$ cat src/rtl/flash_op_pkg.sv
package flash_op_pkg;

    typedef enum logic [2:0] {
        ST_IDLE,
        ST_PGM,
        ST_ERS,
        ST_PGM_SUSP,
        ST_ERS_SUSP,
        ST_PGM_IN_ERS,
        ST_BOTH_SUSP,
        ST_SLEEP
    } fop_state_e;

    // control word field positions
    localparam int F_HVEN = 0;
    localparam int F_ERS  = 1;
    localparam int F_PSUS = 2;
    localparam int F_ESUS = 3;
    localparam int F_GO   = 4;
    localparam int F_SEG  = 5;

    // status word bit positions
    localparam int S_HVEN   = 0;
    localparam int S_HVACT  = 1;
    localparam int S_PSUS   = 2;
    localparam int S_ESUS   = 3;
    localparam int S_DONE   = 4;
    localparam int S_SEGERR = 5;
    localparam int S_PFIRST = 6;
    localparam int S_SLEEP  = 7;
    localparam int STW      = 8;

    function automatic fop_state_e suspended_of(input fop_state_e s);
        unique case (s)
            ST_PGM:        return ST_PGM_SUSP;
            ST_ERS:        return ST_ERS_SUSP;
            ST_PGM_IN_ERS: return ST_BOTH_SUSP;
            default:       return s;
        endcase
    endfunction

endpackage

$ cat src/rtl/flash_op_timer.sv
module flash_op_timer #(
    parameter int LEN = 6
) (
    input  logic clk,
    input  logic rst_n,
    input  logic load,
    input  logic run,
    output logic zero
);
    localparam int CW = $clog2(LEN) + 1;

    logic [CW-1:0] cnt;

    always_ff @(posedge clk or negedge rst_n) begin
        if (!rst_n) begin
            cnt <= '0;
        end else if (load) begin
            cnt <= CW'(LEN - 1);
        end else if (run && cnt != '0) begin
            cnt <= cnt - 1'b1;
        end
    end

    assign zero = (cnt == '0);
endmodule

$ cat src/rtl/flash_seg_guard.sv
module flash_seg_guard #(
    parameter int SEGW = 3
) (
    input  logic            clk,
    input  logic            rst_n,
    input  logic [SEGW-1:0] chk_seg,
    output logic            used,
    input  logic            mark,
    input  logic [SEGW-1:0] mark_seg,
    input  logic            wipe
);
    localparam int SEG_N = 1 << SEGW;

    logic [SEG_N-1:0] written;

    always_ff @(posedge clk or negedge rst_n) begin
        if (!rst_n) begin
            written <= '0;
        end else if (wipe) begin
            written <= '0;
        end else if (mark) begin
            written[mark_seg] <= 1'b1;
        end
    end

    assign used = written[chk_seg];
endmodule

$ cat src/rtl/flash_op_ctrl.sv
module flash_op_ctrl
    import flash_op_pkg::*;
#(
    parameter int PGM_CYC = 6,
    parameter int ERS_CYC = 10,
    parameter int SEGW    = 3
) (
    input  logic             clk,
    input  logic             rst_n,
    input  logic             sleep_req,
    input  logic             reg_wr,
    input  logic             reg_rd,
    input  logic [SEGW+4:0]  reg_wdata,
    output logic [7:0]       reg_rdata,
    output logic             reg_err,
    input  logic             bus_req,
    output logic             bus_ack,
    output logic             bus_err,
    output logic             hv_en
);
    fop_state_e state, nxt, ret_q;

    logic            hven_q, psus_q, esus_q, done_q, segerr_q;
    logic [SEGW-1:0] pgm_seg_q;

    logic refuse, wr_ok, hv_phase, pgm_run_st;
    logic pgm_zero, ers_zero, seg_used;
    logic pgm_fin, ers_fin, go_pgm, pgm_launch, ers_launch, res_pgm, res_ers;
    logic enter_sleep;

    logic            w_hven, w_ers, w_go;
    logic [SEGW-1:0] w_seg;

    assign w_hven = reg_wdata[F_HVEN];
    assign w_ers  = reg_wdata[F_ERS];
    assign w_go   = reg_wdata[F_GO];
    assign w_seg  = reg_wdata[F_SEG +: SEGW];

    assign refuse      = sleep_req || (state == ST_SLEEP);
    assign wr_ok       = reg_wr && !refuse;
    assign enter_sleep = sleep_req && (state != ST_SLEEP);
    assign pgm_run_st  = (state == ST_PGM) || (state == ST_PGM_IN_ERS);
    assign hv_phase    = pgm_run_st || (state == ST_ERS);

    assign pgm_fin = pgm_run_st && hven_q && pgm_zero && !sleep_req;
    assign ers_fin = (state == ST_ERS) && hven_q && ers_zero && !sleep_req;

    assign go_pgm     = wr_ok && w_go && w_hven && !w_ers
                        && (state == ST_IDLE || state == ST_ERS_SUSP);
    assign pgm_launch = go_pgm && !seg_used;
    assign ers_launch = wr_ok && w_go && w_hven && w_ers && (state == ST_IDLE);
    assign res_pgm    = wr_ok && w_hven && !reg_wdata[F_PSUS]
                        && (state == ST_PGM_SUSP || state == ST_BOTH_SUSP);
    assign res_ers    = wr_ok && w_hven && !reg_wdata[F_ESUS] && !go_pgm
                        && (state == ST_ERS_SUSP);

    flash_op_timer #(.LEN(PGM_CYC)) u_pgm_tmr (
        .clk  (clk),
        .rst_n(rst_n),
        .load (pgm_launch),
        .run  (pgm_run_st && hven_q && !sleep_req),
        .zero (pgm_zero)
    );

    flash_op_timer #(.LEN(ERS_CYC)) u_ers_tmr (
        .clk  (clk),
        .rst_n(rst_n),
        .load (ers_launch),
        .run  ((state == ST_ERS) && hven_q && !sleep_req),
        .zero (ers_zero)
    );

    flash_seg_guard #(.SEGW(SEGW)) u_guard (
        .clk     (clk),
        .rst_n   (rst_n),
        .chk_seg (w_seg),
        .used    (seg_used),
        .mark    (pgm_fin),
        .mark_seg(pgm_seg_q),
        .wipe    (ers_fin)
    );

    // next state
    always_comb begin
        nxt = state;
        if (enter_sleep) begin
            nxt = ST_SLEEP;
        end else begin
            unique case (state)
                ST_IDLE: begin
                    if (pgm_launch)      nxt = ST_PGM;
                    else if (ers_launch) nxt = ST_ERS;
                end
                ST_PGM:        if (pgm_fin) nxt = ST_IDLE;
                ST_ERS:        if (ers_fin) nxt = ST_IDLE;
                ST_PGM_IN_ERS: if (pgm_fin) nxt = ST_ERS_SUSP;
                ST_PGM_SUSP:   if (res_pgm) nxt = ST_PGM;
                ST_BOTH_SUSP:  if (res_pgm) nxt = ST_PGM_IN_ERS;
                ST_ERS_SUSP: begin
                    if (pgm_launch)   nxt = ST_PGM_IN_ERS;
                    else if (res_ers) nxt = ST_ERS;
                end
                ST_SLEEP:      if (!sleep_req) nxt = ret_q;
            endcase
        end
    end

    // state register
    always_ff @(posedge clk or negedge rst_n) begin
        if (!rst_n) begin
            state <= ST_IDLE;
            ret_q <= ST_IDLE;
        end else begin
            state <= nxt;
            if (enter_sleep) ret_q <= suspended_of(state);
        end
    end

    // control and status flags
    always_ff @(posedge clk or negedge rst_n) begin
        if (!rst_n) begin
            hven_q    <= 1'b0;
            psus_q    <= 1'b0;
            esus_q    <= 1'b0;
            done_q    <= 1'b0;
            segerr_q  <= 1'b0;
            pgm_seg_q <= '0;
        end else begin
            if (wr_ok) hven_q <= w_hven;
            if (enter_sleep && pgm_run_st)         psus_q <= 1'b1;
            else if (res_pgm)                      psus_q <= 1'b0;
            if (enter_sleep && state == ST_ERS)    esus_q <= 1'b1;
            else if (res_ers)                      esus_q <= 1'b0;
            if (pgm_fin || ers_fin)                done_q <= 1'b1;
            else if (wr_ok && w_go)                done_q <= 1'b0;
            if (wr_ok && w_go)                     segerr_q <= go_pgm && seg_used;
            if (pgm_launch)                        pgm_seg_q <= w_seg;
        end
    end

    // outputs
    always_comb begin
        hv_en     = hv_phase && hven_q;
        reg_err   = (reg_wr || reg_rd) && refuse;
        bus_ack   = bus_req && !refuse;
        bus_err   = bus_req && refuse;
        reg_rdata = '0;
        reg_rdata[S_HVEN]   = hven_q;
        reg_rdata[S_HVACT]  = hv_phase && hven_q;
        reg_rdata[S_PSUS]   = psus_q;
        reg_rdata[S_ESUS]   = esus_q;
        reg_rdata[S_DONE]   = done_q;
        reg_rdata[S_SEGERR] = segerr_q;
        reg_rdata[S_PFIRST] = psus_q && esus_q;
        reg_rdata[S_SLEEP]  = (state == ST_SLEEP);
    end
endmodule

$ cat config.mk
export PLATFORM = sky130hd
export DESIGN_NAME = flash_op_ctrl
export DESIGN_NICKNAME = d
export VERILOG_FILES = /design/src/rtl/flash_op_pkg.sv /design/src/rtl/flash_op_timer.sv /design/src/rtl/flash_seg_guard.sv /design/src/rtl/flash_op_ctrl.sv
export SDC_FILE = /design/constraint.sdc
export NUM_CORES = 1
export LEC_CHECK = 0
export BUFFER_PORTS_ARGS = -buffer_cell sky130_fd_sc_hd__buf_2
export CAP_MARGIN = 20
export CELL_PAD_IN_SITES_DETAIL_PLACEMENT = 0
export CELL_PAD_IN_SITES_GLOBAL_PLACEMENT = 1
export CORE_MARGIN = 2
export CORE_UTILIZATION = 39
export DETAILED_ROUTE_END_ITERATION = 8
export PLACE_DENSITY_LB_ADDON = 0.05
export SETUP_SLACK_MARGIN = 0.4
export SYNTH_ARGS = -nofsm -noshare
export SYNTH_HDL_FRONTEND = slang
export SYNTH_SLANG_ARGS = --single-unit
$ cat constraint.sdc
create_clock -name clk -period 2.2 [get_ports clk]
set_input_delay 0.22 -clock clk [delete_from_list [all_inputs] [get_ports clk]]
set_output_delay 0.22 -clock clk [all_outputs]
set_load 0.1 [all_outputs]
=== Word-level counts from Yosys, hierarchy flattened ===
Cells that the tools add are included.

* Register bits after elaboration: 31
* Latch bits: 0
* Memory bits (writable): 0
* Bits in read-only memories: 0
* Bits of input ports: 14
* Output and inout port bits: 12
* Word-level logic and storage cells: 122
* Memories kept: 0

* Add/subtract/negate cells: 2
* Multipliers: 0
* Div/mod/pow operators: 0
* $lt $le $gt $ge: 3
* Equality and inequality tests: 16
* Shift operators: 0
* Mux-type cells: 29
* Bitwise operators: 1
* Reductions and logical operators: 60

{| class="wikitable"
|+ Operators with widths
! operator !! number
|-
| 1-bit logical AND || 34
|-
| 3-bit 2-to-1 mux || 11
|-
| 3-bit one-hot mux with 8 select lines || 1
|-
| 3-bit inequality test (second input constant) || 6
|-
| 8-bit 2-to-1 mux || 2
|-
| 3-bit equality test (second input constant) || 4
|-
| 2-bit nonzero test || 6
|-
| 5-bit 2-to-1 mux || 2
|-
| 3-bit one-hot mux with 3 select lines || 1
|-
| 3-bit by 4-bit < comparator with 1-bit output (second input constant) || 2
|-
| 1-bit 2-to-1 mux || 8
|-
| 4-bit 2-to-1 mux || 2
|-
| 4-bit inequality test (second input constant) || 2
|-
| 8-bit OR || 1
|-
| 8-bit AND reduction || 1
|-
| 1-bit zero test || 7
|-
| 1-bit logical OR || 7
|-
| 3-bit by 2-bit equality test with 1-bit output (second input constant) || 2
|-
| 5-bit zero test || 1
|-
| 5-bit nonzero test || 1
|-
| 5-bit by 1-bit subtractor with 5-bit output (second input constant) || 1
|-
| 4-bit zero test || 1
|-
| 4-bit nonzero test || 1
|-
| 4-bit by 1-bit subtractor with 4-bit output (second input constant) || 1
|-
| other kinds (6) || 6
|}

=== Logic depth before layout (Yosys ltp) ===
Gate-level depths: netlist of run 1.

* Depth in word-level cells: 15
* Depth in mapped cells: 8
* Depth with buffers taken out: 8

=== By module ===
From an unflattened synthesis of run 1, not the netlist that was laid out.

* Cell total of the unflattened synthesis: 187
* Area total of the unflattened synthesis: 1879.3 µm²

{| class="wikitable"
|+ Modules (own cells, without submodules)
! module !! instances !! cells an instance !! area an instance (µm²) !! sequential area each (µm²)
|-
| flash_op_ctrl || 1 || 106 || 975.9 || 350.3
|-
| flash_seg_guard || 1 || 35 || 411.6 || 200.2
|-
| flash_op_timer at u_ers_tmr || 1 || 24 || 256.5 || 125.1
|-
| flash_op_timer at u_pgm_tmr || 1 || 22 || 235.2 || 100.1
|}

=== Worst setup path before layout of run 1 ===
OpenSTA, ideal clock, no wires.

* Kind: register -> output
* Start: register state[2]
* End: output reg_rdata[1]
* Arrival: 2.694 ns
* Required time: 1.980 ns
* Setup slack: -0.714 ns
* Cell stages (with the launch flop): 6
* Path buffers: 2
* Cells stage by stage: dfrtp_1 buf_2 nor2_2 a21boi_0 nor2b_1 buf_4

* Longest elaborated chain between the ends: 4
* Elaborated cells on any way between the ends: 6
* Classes of those cells: 3 x eq/ne; 3 x reduce/logical

{| class="wikitable"
|+ Ends and longest elaborated chain
! what !! line !! source
|-
| start: declaration || flash_op_ctrl.sv:21 || <nowiki>fop_state_e state, nxt, ret_q;</nowiki>
|-
| start signal: assignment || flash_op_ctrl.sv:114 || <nowiki>state <= nxt;</nowiki>
|-
| 3-bit by 1-bit equality test with 1-bit output / 3-bit equality test (equally long branches) || flash_op_ctrl.sv:42 || <nowiki>assign pgm_run_st = (state == ST_PGM) || (state == ST_PGM_IN_ERS);</nowiki>
|-
| 1-bit logical OR || flash_op_ctrl.sv:42 ||
|-
| 1-bit logical OR (*) || flash_op_ctrl.sv:43 || <nowiki>assign hv_phase = pgm_run_st || (state == ST_ERS);</nowiki>
|-
| 1-bit logical AND (*) || - ||
|-
| end: declaration || flash_op_ctrl.sv:14 || <nowiki>output logic [7:0] reg_rdata,</nowiki>
|}

Every way passes the cells marked *; elsewhere a longest branch is shown, timed or not.

=== Final worst setup path of run 1 ===
* Start: register u_ers_tmr.cnt[1]
* End: register state[1]

* Longest elaborated chain between the ends: 5

{| class="wikitable"
|+ Ends and longest elaborated chain
! what !! line !! source
|-
| start: declaration || flash_op_timer.sv:12 || <nowiki>logic [CW-1:0] cnt;</nowiki>
|-
| start signal: assignment || flash_op_timer.sv:18 || <nowiki>cnt <= CW'(LEN - 1);</nowiki>
|-
| start signal: assignment || flash_op_timer.sv:20 || <nowiki>cnt <= cnt - 1'b1;</nowiki>
|-
| 5-bit zero test || flash_op_timer.sv:24 || <nowiki>assign zero = (cnt == '0);</nowiki>
|-
| 1-bit logical AND (2 in series) || flash_op_ctrl.sv:46 || <nowiki>assign ers_fin = (state == ST_ERS) && hven_q && ers_zero && !sleep_req;</nowiki>
|-
| 3-bit inequality test (no source line) || - ||
|-
| 8-bit AND reduction (no source line) || - ||
|}

No other way between the ends.
A chain may end at the register's enable or synchronous reset.

==> results.md, run 1 <==
- DRC Markers: 0
- Clk root buf: clkbuf_8
- Register area: between 700 and 800 um2
- Final Setup Violations: 0
- Detailed-route wire length: 4.35 mm
- Max Fclk: 470 MHz
- Vias in the first global route: ~1500
- Area grow syn2layout: 35.3%
- RSZ-0062 raised after global routing: true
- CP max stage delay: 0.47 ns
- Flops & latches, synth: 31
- Max Cap Viol: 0
- TritonCTS Buffers: 5
- # port buffers: 25
- CTS H-tree lvls: 2
- Critical-path cell list: inv_2 -> ha_4 -> or4b_4 -> a31oi_1 -> o21ai_1 -> a311oi_4 -> buf_4 -> buf_4 -> a211oi_2
- Hold Crit Class: in -> async
- Area share of the largest cell type after synthesis: 0.444
- First-pass GRT wire length: 7.00 mm
- Final Hold Viols: 31
- Sequential cell area fraction in the yosys report: 0.444
- Failing checks: negative hold slack
- Antenna Violating Nets Remaining: 0
- Slew headroom: 0.527
- Fraction of registers with async set/reset: 1.00
- Post-Syn Nets: 208
- GRT Total Usage: 0.180
- Full die area: between 5000 and 6000 um2
- Multi-input gate area: ~950 um2
- Wire per inst: approximately 15 um
- Width of the die: 70.9 um
- Critical path class: reg -> reg
- Sink Count: 31
- Grt met2 use: 0.267
- Via density: 5.28
- CP max stage cell: or4b_4
- Synth Cell Area: about 1700 um2
- Synth area leaders: dfrtp_1 (44%), nor2_1 (4.9%), a21oi_1 (4.3%)
- Area leader, netlist: dfrtp_1
- Clock skew: just over 0.007 ns
- Leak: 1.13 nW
- PD cells: 1400 nW/um2
- Netlist cell types: 44
- Initial antenna violation count: 0
- Pre-CTS WS: 0.0886 ns
- Largest net degree at the start of global routing: 32
- Final Cycle Share: 0.967
- Max Root-Sink Buffers: 2
- Chip height: 70.9 um
- Synth warn: 0
- CP Launch Type: register
- Fin util: 0.547
- Cell family with most CP delay: compound AO/OA/AOI/OAI gates
- CTS tree: built
- Final WS setup: 0.0728 ns
- Clock latency on the worst-skew pair: a little under 0.3 ns
- Std cell rows: 24
- Most frequent CP cell: buf_4
- Final min period: 2.13 ns
- Fill cell count: 417
- Core area: roughly 4300 um2
- Cells after synthesis: between 150 and 200
- GPL Wtd Cong: between 0.8 and 0.9
- I/O pin total: 26
- GR peak layer: met2
- Met3 Use GR: 0.0484
- Worst slew pin tran: a little over 0.7 ns
- Initial Util: 0.404
- Worst EP required: around 2.4 ns
- Layout cells sized above 1: 0.360
- Number of synthesized flops with an enable pin: 0
- Buf/Inv on CP: 3
- Clock-pin slew on the worst setup and hold paths: about 0.070 ns
- Worst hold slack: -0.0194 ns
- Top_reg_cell synth: dfrtp_1
- CP max FO: 4
- Antenna diodes: 0
- Final nets: 256
- Crit path arrival time: 2.30 ns
- Detailed-placement wirelength estimate: 2.96 mm
- Gr ovfl total: 0
- Cts hold-fix bufs: 0
- Slew Limit Fails: 0
- Top-count cell post-synth: dfrtp_1
- Met1 usage: 0.252
- Via count: about 1500
- First-pass DRT Iterations: 4
- DR iter-0 viols: 71
- Avg Inst Size Synth: 9.20 um2
- Crit end category: register
- VDD IR max: approximately 0.0007 V
- Top post-synthesis cells by count: dfrtp_1 (31), nor2_1 (23), nand2_1 (19)
- Status: complete, but fails checks
[worst reg2reg max path, cell delays in order (launching register included)]
cell      delay, ns
dfrtp_1        0.40
inv_2          0.09
ha_4           0.12
or4b_4         0.47
a31oi_1        0.17
o21ai_1        0.12
a311oi_4       0.33
buf_4          0.19
buf_4          0.10
a211oi_2       0.05
[per-layer routing]
layer	wire [um]	up-vias
met3	151	10
met2	2000	29
li1	-	750
met4	103	0
met5	0	-
met1	2100	747
[registers in the layout (all words and copies together) (netlist names)]
signal / flops
ret_q: 3
pgm_seg_q: 3
esus_q: 1
psus_q: 1
segerr_q: 1
hven_q: 1
state: 3
u_pgm_tmr.cnt: 4
done_q: 1
u_ers_tmr.cnt: 5
u_guard.written: 8
[worst paths after layout]
kind                                     from                  to  slack, ns  depth (start not counted)
max in group asynchronous               rst_n            state[0]       1.72                          1
max                          u_ers_tmr.cnt[1]            state[1]       0.07                          9
max reg2reg                  u_ers_tmr.cnt[1]            state[1]       0.07                          9
min                                     rst_n            ret_q[0]      -0.02                          1
min in group clk                 reg_wdata[2]              psus_q       0.19                          3
min reg2reg                u_guard.written[0]  u_guard.written[0]       0.50                          2
[logic make-up (layout without fill, tap and decap cells)]
| kind of cell | Yosys count | count (layout) | synth area share |
|---|---|---|---|
| xor gates and xnor gates | 8 | 8 | 0.0401 |
| and+or+nand+nor | 79 | 79 | 0.225 |
| muxes | 7 | 7 | 0.0429 |
| buffers and inverters | 21 | 70 | 0.0594 |
| adders and majority gates | 4 | 4 | 0.0286 |
| AOI/OAI and AO/OA | 40 | 40 | 0.160 |
| DFF | 31 | 31 | 0.444 |
[repair_timing]
item,in CTS,in global routing
resized for setup,12,12
pin swaps,1,3
gates cloned,0,0
setup endpoints to repair,14,14
buffers inserted,9,7
[placed cells by master (no fill, tap or decap), types with 2 or more instances in the layout]
| cell | n |
|---|---|
| xnor2_1 | 7 |
| and2_1 | 4 |
| nand2b_1 | 3 |
| o21ai_0 | 2 |
| ha_1 | 3 |
| dfrtp_1 | 28 |
| o22ai_1 | 2 |
| mux2i_1 | 3 |
| nor2_1 | 21 |
| a21oi_1 | 15 |
| buf_2 | 20 |
| mux2_2 | 4 |
| buf_4 | 27 |
| a31oi_1 | 3 |
| buf_12 | 4 |
| clkbuf_8 | 6 |
| nor2b_4 | 2 |
| o31ai_1 | 2 |
| inv_2 | 2 |
| nor2b_1 | 6 |
| nand2_1 | 19 |
| nor3_1 | 5 |
| a22o_1 | 4 |
| o21ai_1 | 2 |
| dfrtp_2 | 3 |
| inv_1 | 6 |
| nor4_1 | 3 |
| nor2_4 | 2 |
[layout make-up]
class,instances,share of cell area
multi-input cells,138,0.404
clock inverters,2,0.0148
inverters,9,0.0164
flip-flops and latches,31,0.330
repair buffers,53,0.173
clock buffers,6,0.0349
well taps,52,0.0275
[report_power, final]
| part | internal (mW) | switching [mW] |
|---|---|---|
| combinational | 0.688 | 1.13 |
| clock | 0.366 | 0.220 |
| sequential | 0.738 | 0.172 |
| total | 1.79 | 1.52 |
[metrics by stage]
| stage | cell area, um2 | power (mW) | instances | hold WS (ns) | setup TNS [ns] |
|---|---|---|---|---|---|
| final | 2360 | 3.31 | 291 | -0.0194 | 0 |
| after global placement | 2040 | 2.41 | 267 | 0.310 | 0 |
| after detailed placement | 2040 | 2.42 | 267 | 0.322 | 0 |
| after global routing | 2360 | 3.51 | 291 | 0.0357 | -0.0860 |
| after floorplan | 1800 | 2.13 | 190 | -0.0756 | 0 |
| after CTS | 2260 | 3.16 | 284 | 0.0100 | 0 |
No activity file was read; power rests on OpenSTA's default activity.
==> run 2, diff against run 1 <==
==> constraint.sdc (replaced) <==
create_clock -name clk -period 2.2 [get_ports clk]
set_input_delay 0.22 -clock clk [delete_from_list [all_inputs] [get_ports clk]]
set_output_delay 0.22 -clock clk [all_outputs]
set_load 0.02 [all_outputs]
==> results.md, run 2 (synthesis results as in run 1) <==
- Status: complete, but fails checks
- Failing checks: negative hold slack
- CP max FO: 5
- Via count: roughly 1600
- Leak: ~1.1 nW
- Width of the die: roughly 71 um
- Design area: roughly 2300 um2
- Crit. path cell count: 8
- CTS H-tree lvls: 2
- Final Power: around 2.7 mW
- Max Fclk: around 480 MHz
- Critical path class: reg -> reg
- Initial Util: 0.404
- Commonest non-fill, non-tap cell in the layout: dfrtp_1
- # port buffers: 25
- Cell family with most CP delay: simple AND/OR/NAND/NOR gates
- First-pass DRT Iterations: 4
- Via density: around 5.3
- PD cells: roughly 1200 nW/um2
- Detailed-route wire length: 4.30 mm
- Slew headroom: 0.538
- Largest Register: u_guard.written
- Slew Limit Fails: 0
- Worst R2R Setup Slack: approximately 0.13 ns
- VDD IR max: roughly 0.00071 V
- Final min period: between 2 and 2.5 ns
- Full die area: about 5000 um2
- GPL Wtd Cong: 0.791
- Antenna diodes: 0
- Vias in the first global route: about 1600
- CP Launch Type: register
- First-pass GRT wire length: around 7.5 mm
- Layout cells sized above 1: 0.375
- Final Cycle Share: 0.939
- Clock skew: between 0.004 and 0.005 ns
- Worst slew pin tran: approximately 0.69 ns
- Fin util: 0.542
- Max Root-Sink Buffers: 2
- Clock latency on the worst-skew pair: 0.28 ns
- Buf/Inv on CP: 1
- Core area: ~4300 um2
- Final Hold Viols: 31
- Worst reg2reg path depth: 8
- Worst hold slack: -0.0193 ns
- DR iter-0 viols: between 70 and 80
- Critical-path cell list: inv_2 -> ha_4 -> or4b_4 -> a31oi_1 -> o21ai_1 -> a311oi_4 -> nor3b_2 -> a211oi_1
- Std cell rows: 24
- Sink Count: 31
- Antenna Violating Nets Remaining: 0
- Cts hold-fix bufs: 0
- Detailed-placement wirelength estimate: just under 3 mm
- Final nets: between 200 and 300
- CP max stage delay: 0.45 ns
- Crit path arrival time: roughly 2.2 ns
- CP max stage cell: or4b_4
- Clk root buf: clkbuf_8
- Chip height: 70.9 um
- Pre-CTS WS: 0.102 ns
- RSZ-0062 raised after global routing: true
- Largest net degree at the start of global routing: 32
- Crit end category: register
- Final WS setup: 0.133 ns
- Hold Crit Class: in -> async
- Gr ovfl total: 0
- GRT Total Usage: 0.189
- Final Setup Violations: 0
- Max Cap Viol: 0
- TritonCTS Buffers: 5
- Worst EP required: about 2.4 ns
- I/O pin total: 26
- DRC Markers: 0
- Wire per inst: roughly 15 um
- DP Area: 1960 um2
- Area grow syn2layout: 34.1%
- CTS tree: built
- Largest register FFs: 8
- Initial antenna violation count: 0
- Commonest cells after routing, fill and taps aside: dfrtp_1 (29), buf_2 (25), buf_4 (22)
- Biggest regs: u_guard.written x8, u_ers_tmr.cnt x5, u_pgm_tmr.cnt x4
- Clock-pin slew on the worst setup and hold paths: approximately 0.07 ns
## run 2: repair_timing
action,in CTS,in global routing
gates resized for setup,19,15
cloned,0,1
pin swaps,10,9
buffers inserted,12,5
setup endpoints to repair,11,23
## run 2: final timing paths
kind,startpoint,end
max reg2reg,u_ers_tmr.cnt[1],state[1]
max in group asynchronous,rst_n,state[0]
min,rst_n,u_pgm_tmr.cnt[3]
max,u_ers_tmr.cnt[1],state[1]
min reg2reg,done_q,done_q
min in group clk,reg_wdata[2],psus_q
## run 2: per-layer routing
metal  global-route usage  part of all wire  vias to the layer above
met4               0.0671             0.017                        0
met2                0.317              0.48                       41
met5                    0                 0                        -
met3               0.0456             0.039                        9
met1                0.240              0.46                      748
li1                     -                 -                      753
## run 2: cell type report
| cell class | count | area (um2) |
|---|---|---|
| fillers | 409 | 1980 |
| multi-input cells | 138 | 978 |
| flip-flops and latches | 31 | 778 |
| repair buffers | 54 | 369 |
| clock buffers | 6 | 82.6 |
| well taps | 52 | 65.1 |
| inverters | 9 | 36.3 |
| clock inverters | 2 | 35.0 |
## run 2: per-stage QoR
step           TNS [ns]  instances
2_1_floorplan         0        190
3_3_place_gp          0        266
3_5_place_dp          0        266
4_1_cts               0        286
5_1_grt        -0.00592        292
6_report              0        292
## run 2: power breakdown
| part | internal, mW | total, mW | switching [mW] |
|---|---|---|---|
| Combinational | 0.602 | 1.25 | 0.648 |
| Clock | 0.366 | 0.582 | 0.215 |
| Sequential | 0.736 | 0.917 | 0.181 |
==> run 3, diff against run 2 <==
ABC_AREA = 1   (was default)
CORE_UTILIZATION = 41   (was 39)
clock period = 2.3 ns   (was 2.2 ns; I/O delays follow)
==> results.md, run 3 <==
- Slew headroom: 0.526
- Final nets: about 280
- Worst hold slack: -0.00197 ns
- Clk root buf: clkbuf_8
- Avg Inst Size Synth: approximately 7.7 um2
- DR iter-0 viols: 80
- Fin util: 0.474
- Final min period: about 1.7 ns
- Sink Count: 31
- Worst slew pin tran: approximately 0.71 ns
- Seq pwr share: 0.400
- I/O pin total: 26
- Cells after synthesis: roughly 240
- Largest Register: u_guard.written
- Cell family with most CP delay: flip-flops
- Number of synthesized flops with an enable pin: 0
- Final Cycle Share: 0.750
- Critical path class: reg -> out
- Max Cap Viol: 0
- First-pass GRT wire length: a little under 7 mm
- VDD IR max: approximately 0.0005 V
- Top post-synthesis cells by count: nand2_1 (46), inv_1 (40), dfrtp_1 (31)
- GRT Total Usage: 0.177
- RSZ-0062 raised after global routing: false
- Top-count cell post-synth: nand2_1
- Detailed-placement wirelength estimate: 2.89 mm
- CP max stage delay: between 0.4 and 0.5 ns
- Leak: about 1.1 nW
- Width of the die: just over 70 um
- Final Hold Viols: 2
- Antenna Violating Nets Remaining: 0
- Top_reg_cell synth: dfrtp_1
- CP max FO: 6
- CTS H-tree lvls: 2
- TritonCTS Buffers: 5
- Cts hold-fix bufs: 0
- P_int: around 1.2 mW
- # port buffers: 25
- Netlist cell types: 32
- Clock skew: about 0.0023 ns
- Clock share of power: 0.196
- Clock-pin slew on the worst setup and hold paths: roughly 0.060 ns
- Hold Crit Class: in -> async
- Synth warn: 0
- Max Fclk: just under 600 MHz
- Commonest non-fill, non-tap cell in the layout: nand2_1
- Final Instance Count excl. Fillers: 313
- CP Launch Type: register
- Critical-path cell list: inv_2 -> nor2_2 -> nand2_2 -> o21ai_0 -> buf_2
- Final Setup Violations: 0
- Via density: around 4.8
- Failing checks: negative hold slack
- Via count: approximately 1500
- Worst EP required: 2.07 ns
- Biggest regs: u_guard.written x8, u_ers_tmr.cnt x5, u_pgm_tmr.cnt x4
- Largest register FFs: 8
- Post-Syn Nets: ~250
- GPL Wtd Cong: around 0.8
- Buf/Inv on CP: 2
- DRC Markers: 0
- CP max stage cell: dfrtp_1
- CTS tree: built
- Area leader, netlist: dfrtp_1
- Full die area: between 4000 and 5000 um2
- Initial antenna violation count: 0
- Gr ovfl total: 0
- Max Root-Sink Buffers: 2
- Synth Cell Area: ~1800 um2
- Layout cells sized above 1: 0.218
- Wire per inst: between 10 and 15 um
- Std cell rows: 24
- Vias in the first global route: 1525
- Largest net degree at the start of global routing: 32
- Combinational Power Share: 0.404
- PD cells: 1040 nW/um2
- Core area: approximately 4300 um2
- Fraction of registers with async set/reset: 1.00
- Clock latency on the worst-skew pair: ~0.28 ns
- Antenna diodes: 0
- Crit path arrival time: ~1.5 ns
- Commonest cells after routing, fill and taps aside: nand2_1 (45), inv_1 (40), dfrtp_1 (31)
- Crit end category: primary output
- Area grow syn2layout: 12.6%
- Area share of the largest cell type after synthesis: 0.429
- Post-CTS Resized: 1
- Post-CTS Setup Bufs: 0
- Slew Limit Fails: 0
- Detailed-route wire length: just under 4 mm
- Status: complete, but fails checks
- Flops & latches, synth: 31
- Post-Route Setup TNS: 0 ns
- Sw Share: 0.429
- Sequential cell area fraction in the yosys report: 0.429
- Initial Util: 0.421
- Chip height: slightly above 70 um
- Sw power: 907 uW
- First-pass DRT Iterations: 4
- Synth area leaders: dfrtp_1 (43%), nand2_1 (9.5%), inv_1 (8.3%)
- DP Cell Count: 305
-- run 3: layer usage --
layer / vias up / GRT usage / wire length (um)
li1: 790 / - / -
met1: 692 / 0.238 / 1850
met2: 27 / 0.279 / 1820
met3: 7 / 0.0404 / 141
met4: 0 / 0.0641 / 49
met5: - / 0 / 0
-- run 3: kinds of logic (layout without fill, tap and decap cells) --
logic type / count (synthesis) / after routing / share of synthesized area
simple gates: 110 / 110 / 0.295
buf+inv: 53 / 78 / 0.127
compound gates: 35 / 35 / 0.107
flops: 31 / 31 / 0.429
fa+ha+maj: 4 / 4 / 0.0277
xor+xnor: 3 / 3 / 0.0145
-- run 3: path summary, 6_finish.rpt --
| path | startpoint | endpoint | slack [ns] | depth (start not counted) |
|---|---|---|---|---|
| max | state[1] | hv_en | 0.58 | 5 |
| max reg2reg | state[1] | state[0] | 0.60 | 11 |
| min | rst_n | u_pgm_tmr.cnt[1] | -0.002 | 1 |
| min reg2reg | ret_q[1] | ret_q[1] | 0.49 | 2 |
| min in group clk | reg_wdata[2] | psus_q | 0.25 | 3 |
| max in group asynchronous | rst_n | u_ers_tmr.cnt[1] | 1.85 | 1 |
-- run 3: per-stage QoR --
step,power [mW],cell area (um2),setup WS [ns]
after floorplan,1.52,1810,0.599
after global placement,1.71,1940,0.445
after detailed placement,1.70,1940,0.382
after CTS,2.13,2020,0.500
after global routing,2.32,2040,0.400
final,2.11,2040,0.576
-- run 3: worst reg2reg max path, stage by stage (launching register included) --
cell and delay, ns:
dfrtp_1 0.47, inv_2 0.07, nor2_2 0.12, nand2_2 0.11
nor2_4 0.12, nand2_2 0.09, nor2_8 0.18, o21ai_2 0.08
nor2_2 0.14, nand2_2 0.09, nand3_1 0.07, nand2_1 0.06
-- run 3: power groups by stage --
stage                     Sequential [mW]  Combinational [mW]  Clock (mW)
after floorplan                     0.815               0.706           0
after global placement              0.850               0.858           0
after detailed placement            0.849               0.851           0
after CTS                           0.839               0.857       0.433
after global routing                0.875               0.985       0.457
final                               0.845               0.854       0.413
-- run 3: cell type report --
cell class                      instances  area [um2]
Sequential cell                        31         776
Timing Repair Buffer                   25         125
Inverter                               45         169
Tap cell                               52        65.1
Fill cell                             466        2260
Clock inverter                          1        5.00
Clock buffer                            7        76.3
Multi-Input combinational cell        152         821
